==> config.mk <==
export PLATFORM = sky130hd
export DESIGN_NAME = edge_capture_timer
export DESIGN_NICKNAME = d
export VERILOG_FILES = /design/src/rtl/ect_pkg.sv /design/src/rtl/ect_prescaler.sv /design/src/rtl/ect_edge_detect.sv /design/src/rtl/ect_capture.sv /design/src/rtl/edge_capture_timer.sv
export SDC_FILE = /design/constraint.sdc
export NUM_CORES = 1
export LEC_CHECK = 0
export BUFFER_PORTS_ARGS = -buffer_cell sky130_fd_sc_hd__buf_4
export CAP_MARGIN = 5
export CORE_MARGIN = 3
export CORE_UTILIZATION = 50
export DETAILED_ROUTE_END_ITERATION = 8
export PLACE_DENSITY = 0.71
export REMOVE_ABC_BUFFERS = 1
export SETUP_SLACK_MARGIN = 0.02
export SLEW_MARGIN = 20
export SYNTH_ARGS = -nofsm -noshare
export SYNTH_HDL_FRONTEND = slang
export SYNTH_HIERARCHICAL = 1
export SYNTH_SLANG_ARGS = --single-unit
==> constraint.sdc <==
create_clock -name clk -period 6.15 [get_ports clk]
set_input_delay 1.23 -clock clk [delete_from_list [all_inputs] [get_ports clk]]
set_output_delay 1.23 -clock clk [all_outputs]
set_load 0.01 [all_outputs]
==> src/rtl/ect_pkg.sv <==
package ect_pkg;

    localparam int CNT_W   = 16;
    localparam int PRESC_W = 3;
    localparam int ADDR_W  = 3;

    typedef logic [CNT_W-1:0] cnt_t;

    typedef enum logic [2:0] {
        CS_OFF  = 3'd0,
        CS_DIV1 = 3'd1,
        CS_DIV2 = 3'd2,
        CS_DIV4 = 3'd3,
        CS_DIV8 = 3'd4
    } clksel_e;

    typedef enum logic [ADDR_W-1:0] {
        A_CTRL   = 3'd0,
        A_COUNT  = 3'd1,
        A_TOP    = 3'd2,
        A_TOPBUF = 3'd3,
        A_FLAGS  = 3'd4,
        A_CAPT   = 3'd5
    } addr_e;

    typedef struct packed {
        logic    act_cap;
        logic    cap_en;
        clksel_e clksel;
    } ctrl_t;

    // Low prescale bits that must all be ones for a divided tick.
    function automatic logic [PRESC_W-1:0] presc_mask(input clksel_e s);
        case (s)
            CS_DIV2: return PRESC_W'(1);
            CS_DIV4: return PRESC_W'(3);
            CS_DIV8: return PRESC_W'(7);
            default: return '0;
        endcase
    endfunction

    // Build the stored capture word; small top values free the MSB for the edge tag.
    function automatic cnt_t tag_capture(input cnt_t cnt, input cnt_t top, input logic rising);
        if (!top[CNT_W-1]) return {rising, cnt[CNT_W-2:0]};
        return cnt;
    endfunction

endpackage

==> src/rtl/ect_prescaler.sv <==
module ect_prescaler
    import ect_pkg::*;
(
    input  logic    clk,
    input  logic    rst,
    input  clksel_e sel,
    output logic    tick
);
    logic [PRESC_W-1:0] pcnt_q;
    logic [PRESC_W-1:0] mask;
    logic               running;

    always_comb begin
        mask    = presc_mask(sel);
        running = (sel == CS_DIV1) || (sel == CS_DIV2) ||
                  (sel == CS_DIV4) || (sel == CS_DIV8);
        tick    = running && ((pcnt_q & mask) == mask);
    end

    always_ff @(posedge clk) begin
        if (rst || !running) pcnt_q <= '0;
        else                 pcnt_q <= pcnt_q + 1'b1;
    end

    p_div2_r11: assert property (@(posedge clk) disable iff (rst)
        (tick && sel == CS_DIV2) |=> (!tick || sel != CS_DIV2));

endmodule

==> src/rtl/ect_edge_detect.sv <==
module ect_edge_detect (
    input  logic clk,
    input  logic rst,
    input  logic evt_in,
    output logic rise,
    output logic fall
);
    logic prev_q;

    always_ff @(posedge clk) begin
        if (rst) prev_q <= 1'b0;
        else     prev_q <= evt_in;
    end

    always_comb begin
        rise = evt_in && !prev_q;
        fall = !evt_in && prev_q;
    end

endmodule

==> src/rtl/ect_capture.sv <==
module ect_capture
    import ect_pkg::*;
(
    input  logic clk,
    input  logic rst,
    input  logic rise,
    input  logic fall,
    input  logic armed,
    input  cnt_t cnt,
    input  cnt_t top,
    output cnt_t cap_q,
    output logic cap_go
);
    always_comb cap_go = armed && (rise || fall);

    always_ff @(posedge clk) begin
        if (rst)         cap_q <= '0;
        else if (cap_go) cap_q <= tag_capture(cnt, top, rise);
    end

    p_hold_r8: assert property (@(posedge clk) disable iff (rst)
        !cap_go |=> $stable(cap_q));
    p_rise_tag_r5: assert property (@(posedge clk) disable iff (rst)
        (cap_go && rise && !top[CNT_W-1]) |=> cap_q[CNT_W-1]);
    p_fall_tag_r5: assert property (@(posedge clk) disable iff (rst)
        (cap_go && fall && !top[CNT_W-1]) |=> !cap_q[CNT_W-1]);
    p_full_r6: assert property (@(posedge clk) disable iff (rst)
        (cap_go && top[CNT_W-1]) |=> cap_q == $past(cnt));

endmodule

==> src/rtl/edge_capture_timer.sv <==
module edge_capture_timer
    import ect_pkg::*;
(
    input  logic        clk,
    input  logic        rst,
    input  logic        wr_en,
    input  logic [2:0]  wr_addr,
    input  logic [15:0] wr_data,
    input  logic [2:0]  rd_addr,
    output logic [15:0] rd_data,
    input  logic        evt_in,
    output logic        ovf_flag,
    output logic        cap_flag,
    output logic [15:0] cap_value
);
    ctrl_t ctrl_q;
    cnt_t  cnt_q, top_q, topbuf_q, capv;
    logic  buf_pend_q, ovf_q, capf_q;
    logic  tick, wrap, rise, fall, cap_go;
    logic  wr_ctrl, wr_cnt, wr_top, wr_buf, wr_flags;

    always_comb begin
        wr_ctrl  = wr_en && (wr_addr == A_CTRL);
        wr_cnt   = wr_en && (wr_addr == A_COUNT);
        wr_top   = wr_en && (wr_addr == A_TOP);
        wr_buf   = wr_en && (wr_addr == A_TOPBUF);
        wr_flags = wr_en && (wr_addr == A_FLAGS);
        wrap     = tick && (cnt_q == top_q);
    end

    ect_prescaler u_presc (
        .clk (clk), .rst (rst), .sel (ctrl_q.clksel), .tick (tick)
    );

    ect_edge_detect u_edge (
        .clk (clk), .rst (rst), .evt_in (evt_in), .rise (rise), .fall (fall)
    );

    ect_capture u_cap (
        .clk (clk), .rst (rst), .rise (rise), .fall (fall),
        .armed (ctrl_q.cap_en && ctrl_q.act_cap),
        .cnt (cnt_q), .top (top_q), .cap_q (capv), .cap_go (cap_go)
    );

    always_ff @(posedge clk) begin
        if (rst) begin
            ctrl_q     <= '{act_cap: 1'b0, cap_en: 1'b0, clksel: CS_OFF};
            cnt_q      <= '0;
            top_q      <= '1;
            topbuf_q   <= '1;
            buf_pend_q <= 1'b0;
            ovf_q      <= 1'b0;
            capf_q     <= 1'b0;
        end else begin
            if (wr_ctrl)
                ctrl_q <= '{act_cap: wr_data[4], cap_en: wr_data[3],
                            clksel: clksel_e'(wr_data[2:0])};

            if (wr_cnt)    cnt_q <= wr_data;
            else if (tick) cnt_q <= wrap ? '0 : cnt_q + 1'b1;

            if (wr_top)                  top_q <= wr_data;
            else if (wrap && buf_pend_q) top_q <= topbuf_q;

            if (wr_buf) begin
                topbuf_q   <= wr_data;
                buf_pend_q <= 1'b1;
            end else if (wrap) begin
                buf_pend_q <= 1'b0;
            end

            ovf_q  <= wrap   || (ovf_q  && !(wr_flags && wr_data[0]));
            capf_q <= cap_go || (capf_q && !(wr_flags && wr_data[1]));
        end
    end

    always_comb begin
        case (rd_addr)
            A_CTRL:   rd_data = {11'b0, ctrl_q};
            A_COUNT:  rd_data = cnt_q;
            A_TOP:    rd_data = top_q;
            A_TOPBUF: rd_data = topbuf_q;
            A_FLAGS:  rd_data = {14'b0, capf_q, ovf_q};
            A_CAPT:   rd_data = capv;
            default:  rd_data = '0;
        endcase
        ovf_flag  = ovf_q;
        cap_flag  = capf_q;
        cap_value = capv;
    end

    p_wrap_r3: assert property (@(posedge clk) disable iff (rst)
        (tick && cnt_q == top_q && !wr_cnt) |=> (cnt_q == '0 && ovf_q));
    p_off_freeze_r2: assert property (@(posedge clk) disable iff (rst)
        (ctrl_q.clksel == CS_OFF && !wr_cnt) |=> $stable(cnt_q));
    p_buf_load_r9: assert property (@(posedge clk) disable iff (rst)
        (wrap && buf_pend_q && !wr_top && !wr_buf) |=> top_q == $past(topbuf_q));
    p_set_wins_r10: assert property (@(posedge clk) disable iff (rst)
        cap_go |=> capf_q);
    p_w1c_r10: assert property (@(posedge clk) disable iff (rst)
        (wr_flags && wr_data[0] && !wrap) |=> !ovf_q);

endmodule

Word-level counts from Yosys, hierarchy flattened

Cells that the tools add are included.

Register bits: 76
Input port bits: 26
Memory bits (read-only): 0
Latch bits: 0
Logic and storage cells: 77
Memory bits (writable): 0
Memories: 0

$add $sub $neg: 2
Bitwise operators: 1
Equality and inequality tests: 15
Div/mod/pow operators: 0
Multipliers: 0
Reductions and logical operators: 33
Shifts and indexed selects: 0
Order comparisons: 0
Muxes and demuxes: 14

Operator list:

| operator                                                              | number |
|---|---|
| 16-bit two-way mux                                                    | 7 |
| 16-bit one-hot mux with 6 select lines                                | 1 |
| 3-bit by 2-bit equality test with 1-bit output, second input constant | 6 |
| 16-bit by 1-bit adder with 16-bit output, second input constant       | 1 |
| 16-bit equality test                                                  | 1 |
| 1-bit logical AND                                                     | 16 |
| 3-bit equality test, second input constant                            | 4 |
| 3-bit by 1-bit equality test with 1-bit output, second input constant | 3 |
| 3-bit one-hot mux with 3 select lines                                 | 1 |
| 1-bit logical OR                                                      | 7 |
| 3-bit zero test                                                       | 2 |
| 2-bit nonzero test                                                    | 3 |
| 1-bit zero test                                                       | 5 |
| 1-bit two-way mux                                                     | 5 |
| 3-bit by 1-bit adder with 3-bit output, second input constant         | 1 |
| 3-bit bitwise AND                                                     | 1 |
| 3-bit equality test                                                   | 1 |

Logic depth before layout (Yosys ltp)

Depth in word-level cells: 9
Gate-level depth with buffers: 10
Depth with buffers taken out: 7

Hierarchy

Netlist, hierarchy kept.

Modules (own cells, without submodules):

| module             | area an instance (um2) | times used | cells each |
|---|---|---|---|
| edge_capture_timer | 3532.1                 | 1          | 450 |
| ect_capture        | 588.1                  | 1          | 70 |
| ect_prescaler      | 156.4                  | 1          | 19 |
| ect_edge_detect    | 38.8                   | 1          | 4 |

Worst setup path after synthesis

No wires, ideal clock.

Path kind: input port to output port
Start: input rd_addr[0]
End: output rd_data[10]
Cell stages on the path: 5
Buffers on the path: 3
Data required time: 4920 ps
Arrival time: 2462 ps
Slack: 2458 ps
Path through: clkbuf_1 -> clkbuf_1 -> buf_1 -> a22oi_1 -> o21ai_0

Word-level cells in the longest chain between the ends: 2
Elaborated cells between the ends (all ways): 7
Classes of those cells: eq/ne (5); mux (1); reduce/logical (1)

Ends and longest elaborated chain:

| element                                     | RTL line                 | source |
|---|---|---|
| start, declared                             | edge_capture_timer.sv:9  | `input logic [2:0] rd_addr,` |
| 3-bit equality test (tied with other cells) | edge_capture_timer.sv:78 | `case (rd_addr)` |
| 16-bit one-hot mux with 6 select lines *    | edge_capture_timer.sv:78 |  |
| end, declared                               | edge_capture_timer.sv:10 | `output logic [15:0] rd_data,` |

Mark *: on every way between the ends. The rest lies on a longest branch, timed or not.

Worst setup path after layout

Start: input rd_addr[1]
End: output rd_data[9]

The elaborated chain is that of the path after synthesis.

==> results.md <==
* Via density at about 6.3
* Via count at 4253
* Largest cells by area after synthesis: dfxtp_1 (35%), nand2_1 (7.3%), a21oi_1 (5.8%)
* Full die area at 9780 um2
* P_int at 0.000863 W
* Post-route ant nets at 0
* Core footprint at 8300 um2
* Netlist cell types at 51
* Initial antenna violation count at 0
* Top_reg_cell synth: dfxtp_1
* Critical path destination: rd_data[9]
* Largest net degree at the start of global routing at slightly above 60
* Net Switching at about 0.00027 W
* Global-route wire length before repair at approximately 21000 um
* Crit path from: rd_addr[1]
* Final setup violation count at 0
* Number of global-route vias before repair at 4058
* Worst min-delay path category: reg2reg
* Sequential power share at ~45%
* Critical path class: in2out
* Final setup skew at ~0.012 ns
* Number of remaining DRC errors at 0
* Mapped Area at 4320 um2
* P&R area growth vs syn at 14.4%
* Post-synth top area cell: dfxtp_1
* Htree depth at 3
* Crit path launch type: input pin
* Clock tree from TritonCTS: done
* Post-DP HPWL at between 8000 and 9000 um
* Relative slew slack at 33.0%
* Data required, critical path at 4.92 ns
* Post-CTS Hold Buffers at 0
* Maxcap violations at 0
* Worst R2R Path Depth at 7
* Global Route Usage Sum at 26.8%
* Fin crit share at between 60 and 70%
* WL per Instance at 19.1 um
* Ant. Diodes at 0
* Cts bufs inserted at 9
* Clock Sinks at 76
* Most frequent cell after synthesis: nand2_1
* Gr ovfl total at 0
* Post-synthesis area per instance at between 7 and 8 um2
* Slew @ Worst Pin at ~1.0 ns
* DRT Pass-1 Iters at 6
* Initial core utilization at 52.0%
* Yosys top cell area share at between 30% and 40%
* Post-synth EDFFs at 0
* Worst IR Drop VDD at approximately 0.13 mV
* FFs w/ async S/R, synth at 0%
* Root buffer cell: clkbuf_8
* WP data arrival at 2.91 ns
* Clock Power Share at about 45%
* Post-cts resize count at 0
* Worst r2r src: ctrl_q[2]
* Setup TNS at 0 ns
* Nets@finish at between 500 and 600
* I/O pin cnt at 60
* Reg-to-reg setup timing slack at roughly 2.6 ns
* Final hold violation count at 0
* Post-CTS Setup Inserts at 0
* Combinational group share of total power at 10.1%
* Period minus WS final at 4.14 ns
* Crit. End Element: primary output
* Core Util, Final at approximately three fifths
* Max Fclk at approximately 0.24 GHz
* Worst-skew pair later-pin latency at ~0.36 ns
* Drt total wl at approximately 13000 um
* RSZ-0062 raised after global routing: no
* Cells after Synth at approximately 540
* Register area share after synthesis at 35.3%
* Synth Register Bits at 76
* Pwr dens at roughly 230 nW/um2
* Port Buffers at 59
* Leak at 1.96 nW
* Net Sw Frac at between 20 and 25%
* Placer Congestion at between 0.8 and 0.9
* Max FO, Critical Path at 24
* Final Max Slew Viols at 0
* Clk buf depth at 2
* Die H at 98.9 um
* Yosys Warn Count at 6
* Worst r2r dst: cnt_q[14]
* Die X at approximately 99 um
* Share of cells above drive strength 1 at 16.9%
* CTS clk-pin slew, worst paths at ~0.080 ns
* Top cells by count, synth: nand2_1 (84), dfxtp_1 (76), a21oi_1 (50)
* FP Rows at 33
* Drt initial violations at 372
* Status: finished, final reports clean
-- cells by family after synthesis --
logic type | share of synthesized area [%]
adder cells (fa/ha/maj) | 0.580
flip-flops | 35.3
multiplexers | 6.70
buffers and inverters | 6.55
AND/OR/NAND/NOR | 25.5
XOR/XNOR | 5.07
AO/OA/AOI/OAI | 20.3
-- cells in the final DEF (no fill, tap or decap), types with 11 or more instances in the layout --
master,instances
xor2_1,16
o21ai_0,14
a31oi_1,18
a21oi_1,50
nand3b_1,16
buf_4,61
o22ai_1,17
dfxtp_1,76
nor2_1,36
and3_1,17
o31ai_1,18
mux2_2,11
mux2i_1,12
nor3b_1,15
nand2_1,84
-- final cells by class --
| cell class | count | area, um2 |
|---|---|---|
| well taps | 105 | 131 |
| inverters | 11 | 43.8 |
| fillers | 747 | 3360 |
| flip-flops and latches | 76 | 1520 |
| multi-input cells | 409 | 2520 |
| clock buffers | 9 | 124 |
| repair buffers | 61 | 458 |
| clock inverters | 7 | 139 |
-- metrics by stage --
stage / cells / worst slack [ns] / power (W) / area, um2 / hold WS, ns
4_1_cts: 678 / 2.03 / 0.00114 / 4940 / 0.482
5_1_grt: 678 / 1.90 / 0.00117 / 4940 / 0.502
6_report: 678 / 2.01 / 0.00114 / 4940 / 0.472
2_1_floorplan: 496 / 2.84 / 0.000580 / 4080 / 0.430
3_5_place_dp: 662 / 2.06 / 0.000639 / 4670 / 0.462
3_3_place_gp: 662 / 2.09 / 0.000637 / 4670 / 0.451
-- worst min-delay path by stage --
stage / from / end / slack (ns) / cells after the start
after detailed placement: u_presc/pcnt_q[0] / u_presc/pcnt_q[0] / 0.46 / 1
after floorplan: u_presc/pcnt_q[0] / u_presc/pcnt_q[0] / 0.43 / 1
after global placement: u_presc/pcnt_q[0] / u_presc/pcnt_q[0] / 0.45 / 1
final: u_presc/pcnt_q[0] / u_presc/pcnt_q[0] / 0.47 / 1
after CTS: u_cap/cap_q[4] / u_cap/cap_q[4] / 0.48 / 2
after global routing: u_cap/cap_q[4] / u_cap/cap_q[4] / 0.50 / 2
-- sequential cells by signal (all words and copies together) (netlist names) --
name and flops:
buf_pend_q 1, cap_flag 1, cnt_q 16, ctrl_q 5, ovf_flag 1, top_q 16
topbuf_q 16, u_cap/cap_q 16, u_edge/prev_q 1, u_presc/pcnt_q 3
-- critical path: stages --
cell     delay [ns]
buf_4          0.30
nor2b_1        0.79
a22oi_1        0.23
o21ai_0        0.21
buf_4          0.15
-- power by group through the flow --
stage,logic [W],clock network (W),registers [W]
after floorplan,0.0000582,0,0.000522
final,0.000115,0.000506,0.000516
after global routing,0.000125,0.000526,0.000517
after global placement,0.000110,0,0.000527
after detailed placement,0.000112,0,0.000527
after CTS,0.000113,0.000508,0.000515
-- layer usage --
layer  wire length, um  share of wire, %  GRT usage, %
met1              5460                42          35.9
met2              5890                45          42.6
met3              1350                10          4.88
met4               268               2.1          10.5
met5                 0                 0             0
No activity file was read; power rests on OpenSTA's default activity.
